### src/rtl/spi_query_pkg.sv
// Shared constants for the SPI parameter query responder.
// Assumes 8-bit command bytes; the command values are fixed by the host protocol.
package spi_query_pkg;
    localparam int          BYTE_W  = 8;
    localparam logic [7:0]  REQ_CMD = 8'h20;   // request: next byte selects a parameter
    localparam logic [7:0]  RD_CMD  = 8'h26;   // readout: next bytes clock out the snapshot
endpackage

### src/rtl/spi_pin_sync.sv
// Multi-stage synchroniser for the asynchronous SPI pins, with the previous
// synchronised value kept for edge detection.
// Assumes the pins change slowly relative to clk (several clk per SCLK phase).
module spi_pin_sync #(
    parameter int               W       = 3,
    parameter int               STAGES  = 2,
    parameter logic [W-1:0]     RST_VAL = '0
) (
    input  logic         clk,
    input  logic         rst_n,
    input  logic [W-1:0] din,
    output logic [W-1:0] dout,
    output logic [W-1:0] dprev
);
    logic [W-1:0] stage_q [STAGES];

    // Shift the pins through the synchroniser chain.
    always_ff @(posedge clk) begin
        if (!rst_n) begin
            for (int i = 0; i < STAGES; i++) stage_q[i] <= RST_VAL;
        end else begin
            stage_q[0] <= din;
            for (int i = 1; i < STAGES; i++) stage_q[i] <= stage_q[i-1];
        end
    end

    // Keep the last synchronised value for edge detection.
    always_ff @(posedge clk) begin
        if (!rst_n) dprev <= RST_VAL;
        else        dprev <= stage_q[STAGES-1];
    end

    assign dout = stage_q[STAGES-1];
endmodule

### src/rtl/spi_byte_rx.sv
// Assembles MOSI bits into bytes (MSB first) on SCLK rising strobes and numbers
// the bytes within a frame. Everything is cleared while chip select is inactive.
// Assumes sclk_rise and mosi come from the same synchroniser delay.
module spi_byte_rx #(
    parameter int BYTE_W = 8,
    parameter int CNT_W  = 4
) (
    input  logic              clk,
    input  logic              rst_n,
    input  logic              cs_act,
    input  logic              sclk_rise,
    input  logic              mosi,
    output logic              byte_done,
    output logic [BYTE_W-1:0] byte_data,
    output logic [CNT_W-1:0]  byte_num
);
    localparam int BIT_W = $clog2(BYTE_W);
    localparam logic [BIT_W-1:0] LAST_BIT = BIT_W'(BYTE_W - 1);
    localparam logic [CNT_W-1:0] CNT_MAX  = '1;

    logic [BIT_W-1:0]  bit_cnt;
    logic [BYTE_W-1:0] shreg;
    logic [CNT_W-1:0]  cnt;

    // Shift in MOSI, count bits, and issue one strobe for each complete byte.
    always_ff @(posedge clk) begin
        if (!rst_n || !cs_act) begin
            bit_cnt   <= '0;
            shreg     <= '0;
            cnt       <= '0;
            byte_done <= 1'b0;
            byte_data <= '0;
            byte_num  <= '0;
        end else begin
            byte_done <= 1'b0;
            if (sclk_rise) begin
                shreg   <= {shreg[BYTE_W-2:0], mosi};
                bit_cnt <= bit_cnt + 1'b1;
                if (bit_cnt == LAST_BIT) begin
                    byte_done <= 1'b1;
                    byte_data <= {shreg[BYTE_W-2:0], mosi};
                    byte_num  <= cnt;
                    if (cnt != CNT_MAX) cnt <= cnt + 1'b1;
                end
            end
        end
    end

    // support: a byte strobe never occurs in two consecutive cycles.
    a_r3_single_strobe: assert property (@(posedge clk) disable iff (!rst_n)
        byte_done |=> !byte_done);
endmodule

### src/rtl/spi_query_ctrl.sv
// Decodes the command byte of each frame. A request frame selects a bank entry
// and then captures it into the snapshot register. A readout frame arms the
// MISO transmitter.
// Assumes the bank responds combinationally to bank_sel within one clk.
module spi_query_ctrl #(
    parameter int PARAM_W    = 64,
    parameter int SEL_W      = 8,
    parameter int NUM_PARAMS = 8,
    parameter int CNT_W      = 4
) (
    input  logic               clk,
    input  logic               rst_n,
    input  logic               cs_act,
    input  logic               byte_done,
    input  logic [SEL_W-1:0]   byte_data,
    input  logic [CNT_W-1:0]   byte_num,
    input  logic [PARAM_W-1:0] bank_data,
    output logic [SEL_W-1:0]   bank_sel,
    output logic               rd_arm,
    output logic [PARAM_W-1:0] snap
);
    import spi_query_pkg::*;

    logic [SEL_W-1:0] cmd_q;
    logic [SEL_W-1:0] sel_q;
    logic             load_pend;
    logic             sel_known;

    assign sel_known = (32'(sel_q) < NUM_PARAMS);
    assign bank_sel  = sel_q;

    // Record the command byte and react to the second byte of a request frame.
    always_ff @(posedge clk) begin
        if (!rst_n) begin
            cmd_q     <= '0;
            sel_q     <= '0;
            load_pend <= 1'b0;
            rd_arm    <= 1'b0;
        end else begin
            load_pend <= 1'b0;
            rd_arm    <= 1'b0;
            if (!cs_act) begin
                cmd_q <= '0;
            end else if (byte_done) begin
                if (byte_num == '0) begin
                    cmd_q  <= byte_data;
                    rd_arm <= (byte_data == SEL_W'(RD_CMD));
                end else if (byte_num == CNT_W'(1) && cmd_q == SEL_W'(REQ_CMD)) begin
                    sel_q     <= byte_data;
                    load_pend <= 1'b1;
                end
            end
        end
    end

    // Capture the selected bank word (or zeros for an unknown selector).
    always_ff @(posedge clk) begin
        if (!rst_n)         snap <= '0;
        else if (load_pend) snap <= sel_known ? bank_data : '0;
    end

    // the snapshot changes only as the result of a completed request.
    a_r7_snap_only_on_load: assert property (@(posedge clk) disable iff (!rst_n)
        !$stable(snap) |-> $past(load_pend));
    // an unknown selector leaves zeros in the snapshot.
    a_r5_unknown_zero: assert property (@(posedge clk) disable iff (!rst_n)
        (load_pend && !sel_known) |=> (snap == '0));
    // a known selector captures the word the bank presented.
    a_r2_capture_bank: assert property (@(posedge clk) disable iff (!rst_n)
        (load_pend && sel_known) |=> (snap == $past(bank_data)));
endmodule

### src/rtl/spi_miso_tx.sv
// Shifts the snapshot out on MISO, MSB first, one bit per SCLK falling edge,
// once a readout frame is armed. MISO is low in every other case.
// Assumes the snapshot is stable for the length of a readout frame.
module spi_miso_tx #(
    parameter int PARAM_W = 64
) (
    input  logic               clk,
    input  logic               rst_n,
    input  logic               cs_act,
    input  logic               sclk_fall,
    input  logic               arm,
    input  logic [PARAM_W-1:0] snap,
    output logic               miso
);
    localparam int IDX_W = $clog2(PARAM_W + 1);
    localparam logic [IDX_W-1:0] IDX_END = IDX_W'(PARAM_W);

    logic             active;
    logic [IDX_W-1:0] idx;

    // Track the readout state and drive one bit on every falling edge.
    always_ff @(posedge clk) begin
        if (!rst_n || !cs_act) begin
            active <= 1'b0;
            idx    <= '0;
            miso   <= 1'b0;
        end else if (arm) begin
            active <= 1'b1;
            idx    <= '0;
        end else if (active && sclk_fall) begin
            if (idx != IDX_END) begin
                miso <= snap[PARAM_W - 1 - int'(idx)];
                idx  <= idx + 1'b1;
            end else begin
                miso <= 1'b0;
            end
        end
    end

    // outside a readout, MISO stays low.
    a_r4_quiet_when_idle: assert property (@(posedge clk) disable iff (!rst_n)
        !active |-> !miso);
    // MISO moves only after a falling strobe or a chip-select release.
    a_r9_change_on_fall: assert property (@(posedge clk) disable iff (!rst_n)
        !$stable(miso) |-> $past(sclk_fall || !cs_act));
    // the bit index never runs past the word length.
    a_r10_idx_bound: assert property (@(posedge clk) disable iff (!rst_n)
        idx <= IDX_END);
endmodule

### src/rtl/spi_param_query.sv
// Top level of the SPI parameter query responder. It synchronises the SPI pins,
// assembles bytes, decodes request and readout frames, and serialises the snapshot.
// Assumes clk runs at least 8x faster than SCLK and that SPI is mode 0.
module spi_param_query #(
    parameter int PARAM_W    = 64,
    parameter int SEL_W      = 8,
    parameter int NUM_PARAMS = 8
) (
    input  logic               clk,
    input  logic               rst_n,
    input  logic               spi_sclk,
    input  logic               spi_mosi,
    input  logic               spi_cs_n,
    output logic               spi_miso,
    output logic [SEL_W-1:0]   bank_sel,
    input  logic [PARAM_W-1:0] bank_data
);
    localparam int CNT_W = 4;

    logic [2:0]         pins_s, pins_p;
    logic               sclk_rise, sclk_fall, cs_act;
    logic               byte_done, rd_arm;
    logic [SEL_W-1:0]   byte_data;
    logic [CNT_W-1:0]   byte_num;
    logic [PARAM_W-1:0] snap;

    spi_pin_sync #(.W(3), .STAGES(2), .RST_VAL(3'b100)) u_sync (
        .clk(clk), .rst_n(rst_n),
        .din({spi_cs_n, spi_sclk, spi_mosi}),
        .dout(pins_s), .dprev(pins_p)
    );

    assign cs_act    = !pins_s[2];
    assign sclk_rise =  pins_s[1] && !pins_p[1];
    assign sclk_fall = !pins_s[1] &&  pins_p[1];

    spi_byte_rx #(.BYTE_W(SEL_W), .CNT_W(CNT_W)) u_rx (
        .clk(clk), .rst_n(rst_n), .cs_act(cs_act), .sclk_rise(sclk_rise),
        .mosi(pins_s[0]), .byte_done(byte_done), .byte_data(byte_data),
        .byte_num(byte_num)
    );

    spi_query_ctrl #(.PARAM_W(PARAM_W), .SEL_W(SEL_W), .NUM_PARAMS(NUM_PARAMS),
                     .CNT_W(CNT_W)) u_ctrl (
        .clk(clk), .rst_n(rst_n), .cs_act(cs_act), .byte_done(byte_done),
        .byte_data(byte_data), .byte_num(byte_num), .bank_data(bank_data),
        .bank_sel(bank_sel), .rd_arm(rd_arm), .snap(snap)
    );

    spi_miso_tx #(.PARAM_W(PARAM_W)) u_tx (
        .clk(clk), .rst_n(rst_n), .cs_act(cs_act), .sclk_fall(sclk_fall),
        .arm(rd_arm), .snap(snap), .miso(spi_miso)
    );

    // MISO is low in the cycle after reset.
    a_r1_reset_low: assert property (@(posedge clk)
        !rst_n |=> !spi_miso);
endmodule

### config.mk
export PLATFORM = sky130hd
export DESIGN_NAME = spi_param_query
export DESIGN_NICKNAME = d
export VERILOG_FILES = /design/src/rtl/spi_query_pkg.sv /design/src/rtl/spi_pin_sync.sv /design/src/rtl/spi_byte_rx.sv /design/src/rtl/spi_query_ctrl.sv /design/src/rtl/spi_miso_tx.sv /design/src/rtl/spi_param_query.sv
export SDC_FILE = /design/constraint.sdc
export NUM_CORES = 1
export LEC_CHECK = 0
export ABC_CLOCK_PERIOD_IN_PS = 3850
export CORE_UTILIZATION = 45
export CTS_BUF_LIST = sky130_fd_sc_hd__clkbuf_16
export CTS_CLUSTER_DIAMETER = 100
export DETAILED_ROUTE_END_ITERATION = 7
export DONT_BUFFER_PORTS = 1
export PLACE_DENSITY = 0.64
export RECOVER_POWER = 100
export SKIP_LAST_GASP = 1
export SYNTH_ARGS = -nofsm -noshare
export SYNTH_HDL_FRONTEND = slang
export SYNTH_SLANG_ARGS = --single-unit
### constraint.sdc
create_clock -name clk -period 3.85 [get_ports clk]
set_input_delay 0.385 -clock clk [delete_from_list [all_inputs] [get_ports clk]]
set_output_delay 0.385 -clock clk [all_outputs]
set_load 0.005 [all_outputs]
==> results of run 1 <==
-- final cells by class --
type	instances	area share, %
flip-flops and latches	125	42.7
multi-input cells	407	42.5
clock buffers	17	7.25
clock inverters	15	3.90
well taps	143	3.05
repair buffers	4	0.405
inverters	3	0.192
-- worst register-to-register path: stages, from the launching register on --
cell,delay [ns]
dfxtp_1,0.33
or4b_2,0.66
nor3_1,0.16
clkbuf_2,0.98
a21oi_1,0.29
nor2_2,0.12
-- metal layers --
layer | global-route usage (%) | wire [um] | part of all wire, % | vias up
li1 | - | - | - | 1895
met1 | 22.2 | 4640 | 43 | 1807
met2 | 32.1 | 5620 | 52 | 63
met3 | 5.11 | 477 | 4.4 | 11
met4 | 8.18 | 133 | 1.2 | 0
met5 | 0 | 0 | 0 | -
-- power by group --
part	total [mW]	switching, mW	internal, mW
registers	1.30	0.00160	1.30
clock network	1.76	0.559	1.20
logic	0.0238	0.0191	0.00469
total	3.08	0.579	2.50
-- cell usage in the layout, fill, tap and decap left out, drive strengths merged, types with 3 or more instances in the layout --
master and count:
nor2b 59, clkbuf 19, nand2 48, ha 5, clkinv 4, mux2 3
nor4b 4, mux2i 26, and2 6, and2b 8, dfxtp 125, mux4 14
nor3 4, a21oi 90, nor2 102, inv 6, bufinv 6, xnor2 6
nand3 5, nand2b 6
-- worst paths after layout --
kind | from | to | cells past startpoint
max | u_ctrl.bank_sel[7]$_SDFFE_PN0P_ | u_ctrl.snap[12]$_SDFFE_PN0P_ | 5
min | rst_n | u_sync.stage_q[0][5]$_SDFF_PN1_ | 1
min reg2reg | u_sync.stage_q[0][2]$_SDFF_PN1_ | u_sync.stage_q[0][5]$_SDFF_PN1_ | 1
max reg2reg | u_ctrl.bank_sel[7]$_SDFFE_PN0P_ | u_ctrl.snap[12]$_SDFFE_PN0P_ | 5
-- kinds of logic (layout without fill, tap and decap cells) --
logic type | after synthesis | count (layout)
buffers and inverters | 42 | 39
DFF | 125 | 125
adders and majority gates | 5 | 5
AOI/OAI and AO/OA | 98 | 98
xor gates and xnor gates | 8 | 8
and+or+nand+nor | 253 | 253
muxes | 43 | 43
-- through the flow --
step                      std cells  instance area (um2)  utilization, %  hold WS (ns)
after floorplan                 574                 5270               -         0.386
after global placement          682                 5270            46.1         0.406
after detailed placement        682                 5270            46.1         0.409
after CTS                       714                 5920            51.9        0.0339
after global routing            714                 5870            51.4        0.0355
final                           714                 5870            51.4        0.0523
-- state kept, by name (all words and copies together) (netlist names) --
name and count:
u_ctrl.load_pend 1, u_sync.stage_q 6, u_ctrl.rd_arm 1, u_rx.cnt 4
u_rx.byte_data 8, u_rx.byte_done 1, u_rx.bit_cnt 3, u_rx.shreg 7
u_rx.byte_num 4, u_ctrl.cmd_q 8, u_ctrl.snap 64, u_tx.idx 7
u_sync.dprev 1, u_tx.active 1, u_ctrl.bank_sel 8, u_tx.miso 1
==> impl_results.md, run 1 <==
- Setup Crit Path Kind: register to register
- DP HPWL: 7.29 mm
- Largest net degree at the start of global routing: 65
- Cell Rows: 39
- Post-synthesis compound-gate area fraction: 10.4%
- Most frequent cell after synthesis: dfxtp_1
- Power Total: 3.08 mW
- Slowest cell on crit path: clkbuf_2
- Final cycle utilization of the critical path: 67.5%
- Register Area: 2500 um2
- Clock Tree Buf Depth: 2
- Routability congestion estimate: 0.735
- Ant. Diodes: 0
- Initial Utilization: 46.1%
- Clock Tree Root: clkbuf_16
- Vias in the first global route: 3600
- Hold_buf cts: 0
- GRT Overall Usage: 18.8%
- Minimum clock period after layout: 2.60 ns
- Die H: 110 um
- Die width: 110 um
- Crit path required time: 4.20 ns
- Post-DRT Antenna Nets: 0
- First-pass GRT wire length: 17.2 mm
- Area of the multi-input gates: 2490 um2
- Final Hold Vio Count: 0
- Setup TNS: 0 ns
- Tightest Pin Transition: 1.30 ns
- Avg Cell Area, Syn: 9.17 um2
- WL final: 10.9 mm
- Largest fanout on the critical path: 64
- VDD IR max: 0.000476 V
- Max Cap Violations: 0
- Number of enable flip-flop cells after synthesis: 0
- Top cell type's share of synthesized area: 47.5%
- Seq/Total Area, Yosys: 47.5%
- Area grow syn2layout: 11.4%
- Synth top cells by count: 125 x dfxtp_1, 100 x nor2_1, 80 x a21oi_1, 59 x nor2b_1, 48 x nand2_1
- Adder-cell share of the synthesized area: 1.19%
- Core Footprint: 11400 um2
- Final Setup Violations: 0
- Post-CTS Setup Bufs: 0
- PD cells: 526 nW/um2
- Vias: 3776
- Cells after Synth: 574
- Async S/R FF share, synth: 0%
- Initial antenna violation count: 0
- H-tree depth: 4
- Clock Pin Slew Worst Setup and Hold Paths: 0.06 ns
- Nets: 632
- # IOs: 78
- Count of pins over their slew limit: 0
- Post-synthesis mux area share: 11.6%
- Post-synthesis simple-gate area fraction: 23.8%
- Fill cells: 1052
- DR DRC count: 0
- Status: finished clean
- RSZ-0062 raised after global routing: false
- Setup crit start kind: register
- Main flop type after synthesis: dfxtp_1
- Fraction of final layout cells sized beyond drive strength 1: 9.63%
- CTS Buf Count: 17
- DP Worst Slack: 1.46 ns
- Pleak: 2.20 nW
- Number of clock sinks: 125
- Clock Skew: 0.00724 ns
- DIE AREA: 12100 um2
- Post-synthesis register bit count: 125
- Per-cell routed wire length: 15.2 um
- Cell taking the most area after synthesis: dfxtp_1
- Initial DRC Count: 206
- Cell family with most CP delay: buffers and inverters
- Gr ovfl total: 0
- Final WS setup: 1.25 ns
- Synth Cell Area: 5270 um2
- Library cells used by synthesis: 45
- Syn Nets: 648
- TritonCTS clock tree: done
- Cell Chain, Critical Path: or4b_2 -> nor3_1 -> clkbuf_2 -> a21oi_1 -> nor2_2
- Worst EP arrival: 2.94 ns
- Fmax: 0.385 GHz
- Worst Hold Class: input pin to register
- Synth Warn #: 0
- Top post-synthesis cells by area: dfxtp_1 48%, a21oi_1 7.6%, nor2_1 7.1%, nor2b_1 7.0%, mux4_2 6.0%
- Vias per std cell: 5.29
- Largest family of logic cells by synthesized area: simple AND/OR/NAND/NOR gates
- # port buffers: 0
- Crit path capture type: register
- DRT Pass-1 Iters: 4
- CP bufs+invs: 1
- Cts repair resizes: 0
- Crit path largest cell delay: 0.98 ns
- Post-Synth XOR/XNOR Area: 1.33%
- Max-slew headroom: 13.5%
- Flop-to-flop setup slack: 1.25 ns
- Worst-Skew Late Latency: 0.41 ns
Note: power is estimated with default switching activity, not from simulation.
==> run 2: changes to the inputs <==
--- a/config.mk
+++ b/config.mk
@@ -5,13 +5,13 @@
 export SDC_FILE = /design/constraint.sdc
 export NUM_CORES = 1
 export LEC_CHECK = 0
-export ABC_CLOCK_PERIOD_IN_PS = 3850
+export ABC_CLOCK_PERIOD_IN_PS = 2200
 export CORE_UTILIZATION = 45
 export CTS_BUF_LIST = sky130_fd_sc_hd__clkbuf_16
 export CTS_CLUSTER_DIAMETER = 100
 export DETAILED_ROUTE_END_ITERATION = 7
 export DONT_BUFFER_PORTS = 1
-export PLACE_DENSITY = 0.64
+export PLACE_DENSITY = 0.66
 export RECOVER_POWER = 100
 export SKIP_LAST_GASP = 1
 export SYNTH_ARGS = -nofsm -noshare
==> constraint.sdc (replaced) <==
create_clock -name clk -period 2.2 [get_ports clk]
set_input_delay 0.22 -clock clk [delete_from_list [all_inputs] [get_ports clk]]
set_output_delay 0.22 -clock clk [all_outputs]
set_load 0.005 [all_outputs]
==> impl_results.md, run 2 (synthesized netlist as in run 1, its figures left out) <==
- Power Internal: 4.10 mW
- Final Cell Area: 6540 um2
- R2R Path End: u_tx.idx[2]$_SDFFE_PP0P_
- Flop-to-flop setup slack: 0.36 ns
- Routability congestion estimate: 0.773
- Sw frac: 19.8%
- Placed Area: 5350 um2
- RR Startpoint: u_tx.idx[0]$_SDFFE_PP0P_
- Max Cap Violations: 0
- Minimum clock period after layout: 1.84 ns
- Vias in the first global route: 3905
- Setup TNS: 0 ns
- Clock Tree Root: clkbuf_16
- CP bufs+invs: 2
- Final cycle utilization of the critical path: 83.9%
- VDD IR max: 0.00104 V
- Die width: 110 um
- Crit path required time: 2.49 ns
- Part of the power in registers: 44.5%
- Initial DRC Count: 282
- WL final: 11.8 mm
- Largest net degree at the start of global routing: 65
- Dpl cells: 690
- Initial antenna violation count: 0
- Max-slew headroom: 54.5%
- Number of clock sinks: 125
- Fraction of final layout cells sized beyond drive strength 1: 8.96%
- Pleak: 2.50 nW
- GRT Overall Usage: 19.9%
- PD cells: 781 nW/um2
- Vias per std cell: 5.17
- Max reg flops: 64
- Power Total: 5.11 mW
- Fill cells: 1003
- First-pass GRT wire length: 18.1 mm
- Count of pins over their slew limit: 0
- Final Hold Vio Count: 0
- FF-to-FF path depth: 8
- Hold EP: u_ctrl.rd_arm$_SDFF_PP0_
- DIE AREA: 12100 um2
- Cell Chain, Critical Path: buf_12 -> inv_1 -> ha_1 -> nor4bb_1 -> a21oi_1 -> nand2_1 -> xor2_1 -> nor2_1
- # port buffers: 0
- Clock Tree Buf Depth: 2
- Fmax: 0.542 GHz
- Vias: 4085
- Largest Register: u_ctrl.snap
- Status: finished clean
- DP HPWL: 7.54 mm
- Most frequent cells in the layout: 124 x dfxtp_1, 100 x nor2_1, 88 x a21oi_1
- Finished Core Util: 57.3%
- Slowest cell on crit path: a21oi_1
- Core Footprint: 11400 um2
- Post-DRT Antenna Nets: 0
- Cell family with most CP delay: compound AO/OA/AOI/OAI gates
- Worst-Skew Late Latency: 0.41 ns
- Per-cell routed wire length: 15.0 um
- Setup Crit Path Kind: register to register
- Post-CTS Setup Bufs: 0
- CTS Buf Count: 17
- Cell Rows: 39
- Hold_sp: rst_n
- Final Setup Violations: 0
- Largest fanout on the critical path: 20
- Final non-filler cell total: 790
- Crit path capture type: register
- TritonCTS clock tree: done
- Setup crit start kind: register
- Switching power: 1.01 mW
- Most common cell after layout, fill and taps aside: dfxtp_1
- DRT Pass-1 Iters: 5
- Die H: 110 um
- Worst Hold Class: input pin to register
- Combinational group share of total power: 2.9%
- Ant. Diodes: 0
- Worst EP arrival: 2.13 ns
- Nets: 708
- Tightest Pin Transition: 0.682 ns
- Number of cells on the worst hold path: 3
- H-tree depth: 4
- RSZ-0062 raised after global routing: false
- # IOs: 78
- Gr ovfl total: 0
- Clock Skew: 0.00622 ns
- Area grow syn2layout: 24.3%
- Initial Utilization: 46.1%
- DR DRC count: 0
- Clk network pwr share: 52.6%
- Crit path largest cell delay: 0.40 ns
- Clock Pin Slew Worst Setup and Hold Paths: 0.06 ns
run 2: what timing repair did:
action | in CTS | in global routing
gates resized for setup | 0 | 0
hold buffers | 68 | 0
endpoints found under the hold margin | 71 | 0
run 2: worst register-to-register path: stages, from the launching register on:
cell and delay [ns]:
dfxtp_1 0.35, buf_12 0.20, inv_1 0.09, ha_1 0.21, nor4bb_1 0.14, a21oi_1 0.40, nand2_1 0.12, xor2_1 0.17
nor2_1 0.05
run 2: layout make-up:
type,count,area (um2),share of cell area [%]
Clock buffer,17,425,6.50
Clock inverter,15,140,2.14
Tap cell,143,179,2.73
Timing Repair Buffer,80,782,12.0
Multi-Input combinational cell,407,2500,38.2
Sequential cell,125,2500,38.3
Inverter,3,11.3,0.172
run 2: worst max-delay path by stage:
| stage | startpoint | endpoint | slack (ns) | depth (start not counted) |
|---|---|---|---|---|
| floorplan | u_tx.idx[0]$_SDFFE_PP0P_ | u_tx.idx[2]$_SDFFE_PP0P_ | 0.44 | 9 |
| global placement | u_tx.idx[0]$_SDFFE_PP0P_ | u_tx.miso$_SDFFE_PP0P_ | 0.46 | 5 |
| finish | u_tx.idx[0]$_SDFFE_PP0P_ | u_tx.idx[2]$_SDFFE_PP0P_ | 0.36 | 8 |
| CTS | u_tx.idx[0]$_SDFFE_PP0P_ | u_tx.idx[2]$_SDFFE_PP0P_ | 0.37 | 8 |
| global route | u_rx.byte_num[3]$_SDFFE_PP0P_ | u_ctrl.cmd_q[3]$_SDFFE_PP0P_ | 0.21 | 5 |
| detailed placement | u_tx.idx[0]$_SDFFE_PP0P_ | u_tx.miso$_SDFFE_PP0P_ | 0.39 | 5 |
run 2: metal layers:
metal | vias to the layer above | GRT usage (%) | wire length (um) | part of all wire, %
met5 | - | 0 | 0 | 0
met4 | 0 | 6.86 | 112 | 0.95
met3 | 11 | 7.41 | 528 | 4.5
met2 | 86 | 35.3 | 6150 | 52
met1 | 1932 | 21.9 | 5030 | 43
li1 | 2056 | - | - | -
run 2: metrics by stage:
step	hold WS (ns)	setup slack (ns)
after floorplan	0.321	0.438
after global placement	0.303	0.461
after detailed placement	0.305	0.388
after CTS	0.124	0.365
after global routing	0.116	0.211
final	0.134	0.355
run 2: power by group through the flow:
stage	clock (mW)	combinational [mW]	sequential, mW
after floorplan	0	0.0374	2.32
after global routing	2.85	0.161	2.27
after global placement	0	0.0446	2.32
final	2.68	0.149	2.27
after CTS	2.73	0.151	2.27
after detailed placement	0	0.0451	2.32
==> run 3: changes to the inputs <==
--- a/config.mk
+++ b/config.mk
@@ -5,7 +5,8 @@
 export SDC_FILE = /design/constraint.sdc
 export NUM_CORES = 1
 export LEC_CHECK = 0
-export ABC_CLOCK_PERIOD_IN_PS = 2200
+export ABC_AREA = 1
+export ABC_CLOCK_PERIOD_IN_PS = 1500
 export CORE_UTILIZATION = 45
 export CTS_BUF_LIST = sky130_fd_sc_hd__clkbuf_16
 export CTS_CLUSTER_DIAMETER = 100
==> constraint.sdc (replaced) <==
create_clock -name clk -period 1.5 [get_ports clk]
set_input_delay 0.15 -clock clk [delete_from_list [all_inputs] [get_ports clk]]
set_output_delay 0.15 -clock clk [all_outputs]
set_load 0.005 [all_outputs]
==> impl_results.md, run 3 <==
- Status: finished, violations left
- Failing checks: DRC
- Max-slew headroom: 70.1%
- Crit path required time: 1.82 ns
- Fill cells: 1014
- CP bufs+invs: 1
- Nets: 891
- Seq/Total Area, Yosys: 46.7%
- Cells after Synth: 743
- Cell Chain, Critical Path: inv_8 -> ha_4 -> nand4_1 -> nand2_2 -> nor3_4 -> nand3_1 -> nand2_1 -> a21oi_1
- Setup TNS: 0 ns
- Grt met1 use: 28.8%
- RSZ-0062 raised after global routing: true
- Most frequent cell after synthesis: nand2_1
- Avg Cell Area, Syn: 7.22 um2
- GR met2 Demand/Resource: 36.7%
- Slowest cell on crit path: dfxtp_4
- Ant. Diodes: 0
- Largest Register: u_ctrl.snap
- GRT Overall Usage: 23.4%
- Cell family with most CP delay: simple AND/OR/NAND/NOR gates
- Fraction of final layout cells sized beyond drive strength 1: 10.8%
- DIE AREA: 12400 um2
- Max Cap Violations: 0
- Async S/R FF share, synth: 0%
- Initial antenna violation count: 0
- Most frequent cells in the layout: 162 x nand2_1, 121 x dfxtp_1, 106 x o21ai_0
- RR Startpoint: u_tx.idx[0]$_SDFFE_PP0P_
- Cell Rows: 39
- H-tree depth: 4
- VDD IR max: 0.000856 V
- Number of clock sinks: 125
- Flop-to-flop setup slack: 0.07 ns
- Pleak: 3.03 nW
- WL final: 13.9 mm
- TritonCTS clock tree: done
- Final cycle utilization of the critical path: 95.2%
- Hold EP: u_sync.stage_q[0][4]$_SDFF_PN0_
- Synth top cells by count: 165 x nand2_1, 125 x dfxtp_1, 110 x o21ai_0, 105 x a21oi_1, 68 x inv_1
- Number of cells on the worst hold path: 3
- Placed Area: 5570 um2
- Gr ovfl total: 0
- FF-to-FF path depth: 8
- Synth Warn #: 0
- Minimum clock period after layout: 1.43 ns
- Die width: 111 um
- Core Footprint: 11500 um2
- Worst-Skew Late Latency: 0.43 ns
- Clock Tree Root: clkbuf_16
- Largest net degree at the start of global routing: 77
- Most common cell after layout, fill and taps aside: nand2_1
- Initial DRC Count: 378
- Most Crowded Layer GR: met2
- Clock Tree Buf Depth: 2
- Clock Pin Slew Worst Setup and Hold Paths: 0.06 ns
- Met3 usage: 7.60%
- DP HPWL: 8.49 mm
- Setup Crit Path Kind: register to register
- Fmax: 0.700 GHz
- Post-DRT Antenna Nets: 0
- Largest fanout on the critical path: 5
- Crit path capture type: register
- Initial Utilization: 46.6%
- Worst EP arrival: 1.75 ns
- # port buffers: 0
- R2R Path End: u_tx.idx[6]$_SDFFE_PP0P_
- PD cells: 1090 nW/um2
- Die H: 111 um
- # IOs: 78
- Post-synthesis register bit count: 125
- Top cell type's share of synthesized area: 46.7%
- Final Setup Violations: 0
- Synth Cell Area: 5360 um2
- Routability congestion estimate: 0.898
- Vias per std cell: 5.24
- Worst Hold Class: input pin to register
- Final Cell Area: 7060 um2
- Number of enable flip-flop cells after synthesis: 0
- Clock Skew: 0.00817 ns
- Vias in the first global route: 4814
- Main flop type after synthesis: dfxtp_1
- DRT Pass-1 Iters: 7
- Hold_sp: rst_n
- Per-cell routed wire length: 14.3 um
- Area grow syn2layout: 31.7%
- CTS Buf Count: 17
- Max reg flops: 64
- Crit path largest cell delay: 0.40 ns
- First-pass GRT wire length: 22.8 mm
- Syn Nets: 817
- Tightest Pin Transition: 0.449 ns
- Final Hold Vio Count: 0
- Library cells used by synthesis: 33
- DR DRC count: 10
- Count of pins over their slew limit: 0
- Top post-synthesis cells by area: dfxtp_1 47%, nand2_1 12%, o21ai_0 10%, a21oi_1 9.8%, inv_1 4.8%
- Cell taking the most area after synthesis: dfxtp_1
- Vias: 5099
- Setup crit start kind: register
run 3: kinds of logic (layout without fill, tap and decap cells):
logic type | Yosys count | in the layout | synth area share [%]
AO/OA/AOI/OAI | 223 | 223 | 21.2
XOR/XNOR | 1 | 1 | 0.163
adder cells (fa/ha/maj) | 5 | 5 | 1.17
buffers and inverters | 120 | 207 | 9.94
flip-flops | 125 | 125 | 46.7
AND/OR/NAND/NOR | 269 | 269 | 20.9
run 3: through the flow:
step,cells,setup WS (ns),utilization [%],total power [mW],hold WS (ns)
global route,973,-0.0406,61.3,7.92,0.0905
detailed placement,864,-0.0138,48.4,3.50,0.253
floorplan,743,-0.147,-,3.50,0.248
finish,973,0.0724,61.3,7.68,0.0717
CTS,967,0.00788,59.8,7.73,0.0630
global placement,864,-0.000756,48.4,3.50,0.256
run 3: how the worst max path moves through the flow:
stage	from	end	slack (ns)	depth (start not counted)
after CTS	u_tx.idx[0]$_SDFFE_PP0P_	u_tx.miso$_SDFFE_PP0P_	0.008	11
after floorplan	u_tx.idx[0]$_SDFFE_PP0P_	u_tx.idx[6]$_SDFFE_PP0P_	-0.15	11
after global placement	u_tx.idx[1]$_SDFFE_PP0P_	u_tx.miso$_SDFFE_PP0P_	-0.0008	9
final	u_tx.idx[0]$_SDFFE_PP0P_	u_tx.idx[6]$_SDFFE_PP0P_	0.07	8
after detailed placement	u_tx.idx[0]$_SDFFE_PP0P_	u_tx.miso$_SDFFE_PP0P_	-0.01	9
after global routing	u_tx.idx[0]$_SDFFE_PP0P_	u_tx.miso$_SDFFE_PP0P_	-0.04	15
run 3: metal layers:
layer	wire length, um	part of all wire [%]
met1	6360	46
met2	6410	46
met3	745	5.4
met4	382	2.7
met5	0	0
run 3: cell type report:
| cell class | instances | area (um2) | area share, % |
|---|---|---|---|
| flip-flops and latches | 125 | 2510 | 35.6 |
| clock inverters | 15 | 159 | 2.25 |
| clock buffers | 17 | 425 | 6.03 |
| well taps | 143 | 179 | 2.53 |
| inverters | 72 | 280 | 3.97 |
| repair buffers | 103 | 1090 | 15.5 |
| multi-input cells | 498 | 2410 | 34.1 |
run 3: worst reg2reg max path: cells and delay by family, from the launching register on:
family | cells | cell delay [ns]
AO/OA/AOI/OAI | 1 | 0.05
adder cells (fa/ha/maj) | 1 | 0.15
buffers and inverters | 1 | 0.06
flip-flops | 1 | 0.40
AND/OR/NAND/NOR | 5 | 0.65
run 3: report_power, final:
part | internal (mW) | switching [mW] | total (mW) | leakage, nW
Combinational | 0.165 | 0.110 | 0.275 | 1.73
Sequential | 3.33 | 0.00435 | 3.33 | 1.01
Clock | 2.47 | 1.60 | 4.07 | 0.290
Total | 5.96 | 1.72 | 7.68 | 3.03
run 3: timing repair:
action                                 CTS  global route
gates resized for setup                  1            26
pin swaps                                0             3
buffers inserted                         0             3
setup endpoints to repair                1            76
hold buffers                            71             0
gates cloned                             0             3
endpoints found under the hold margin   80             0
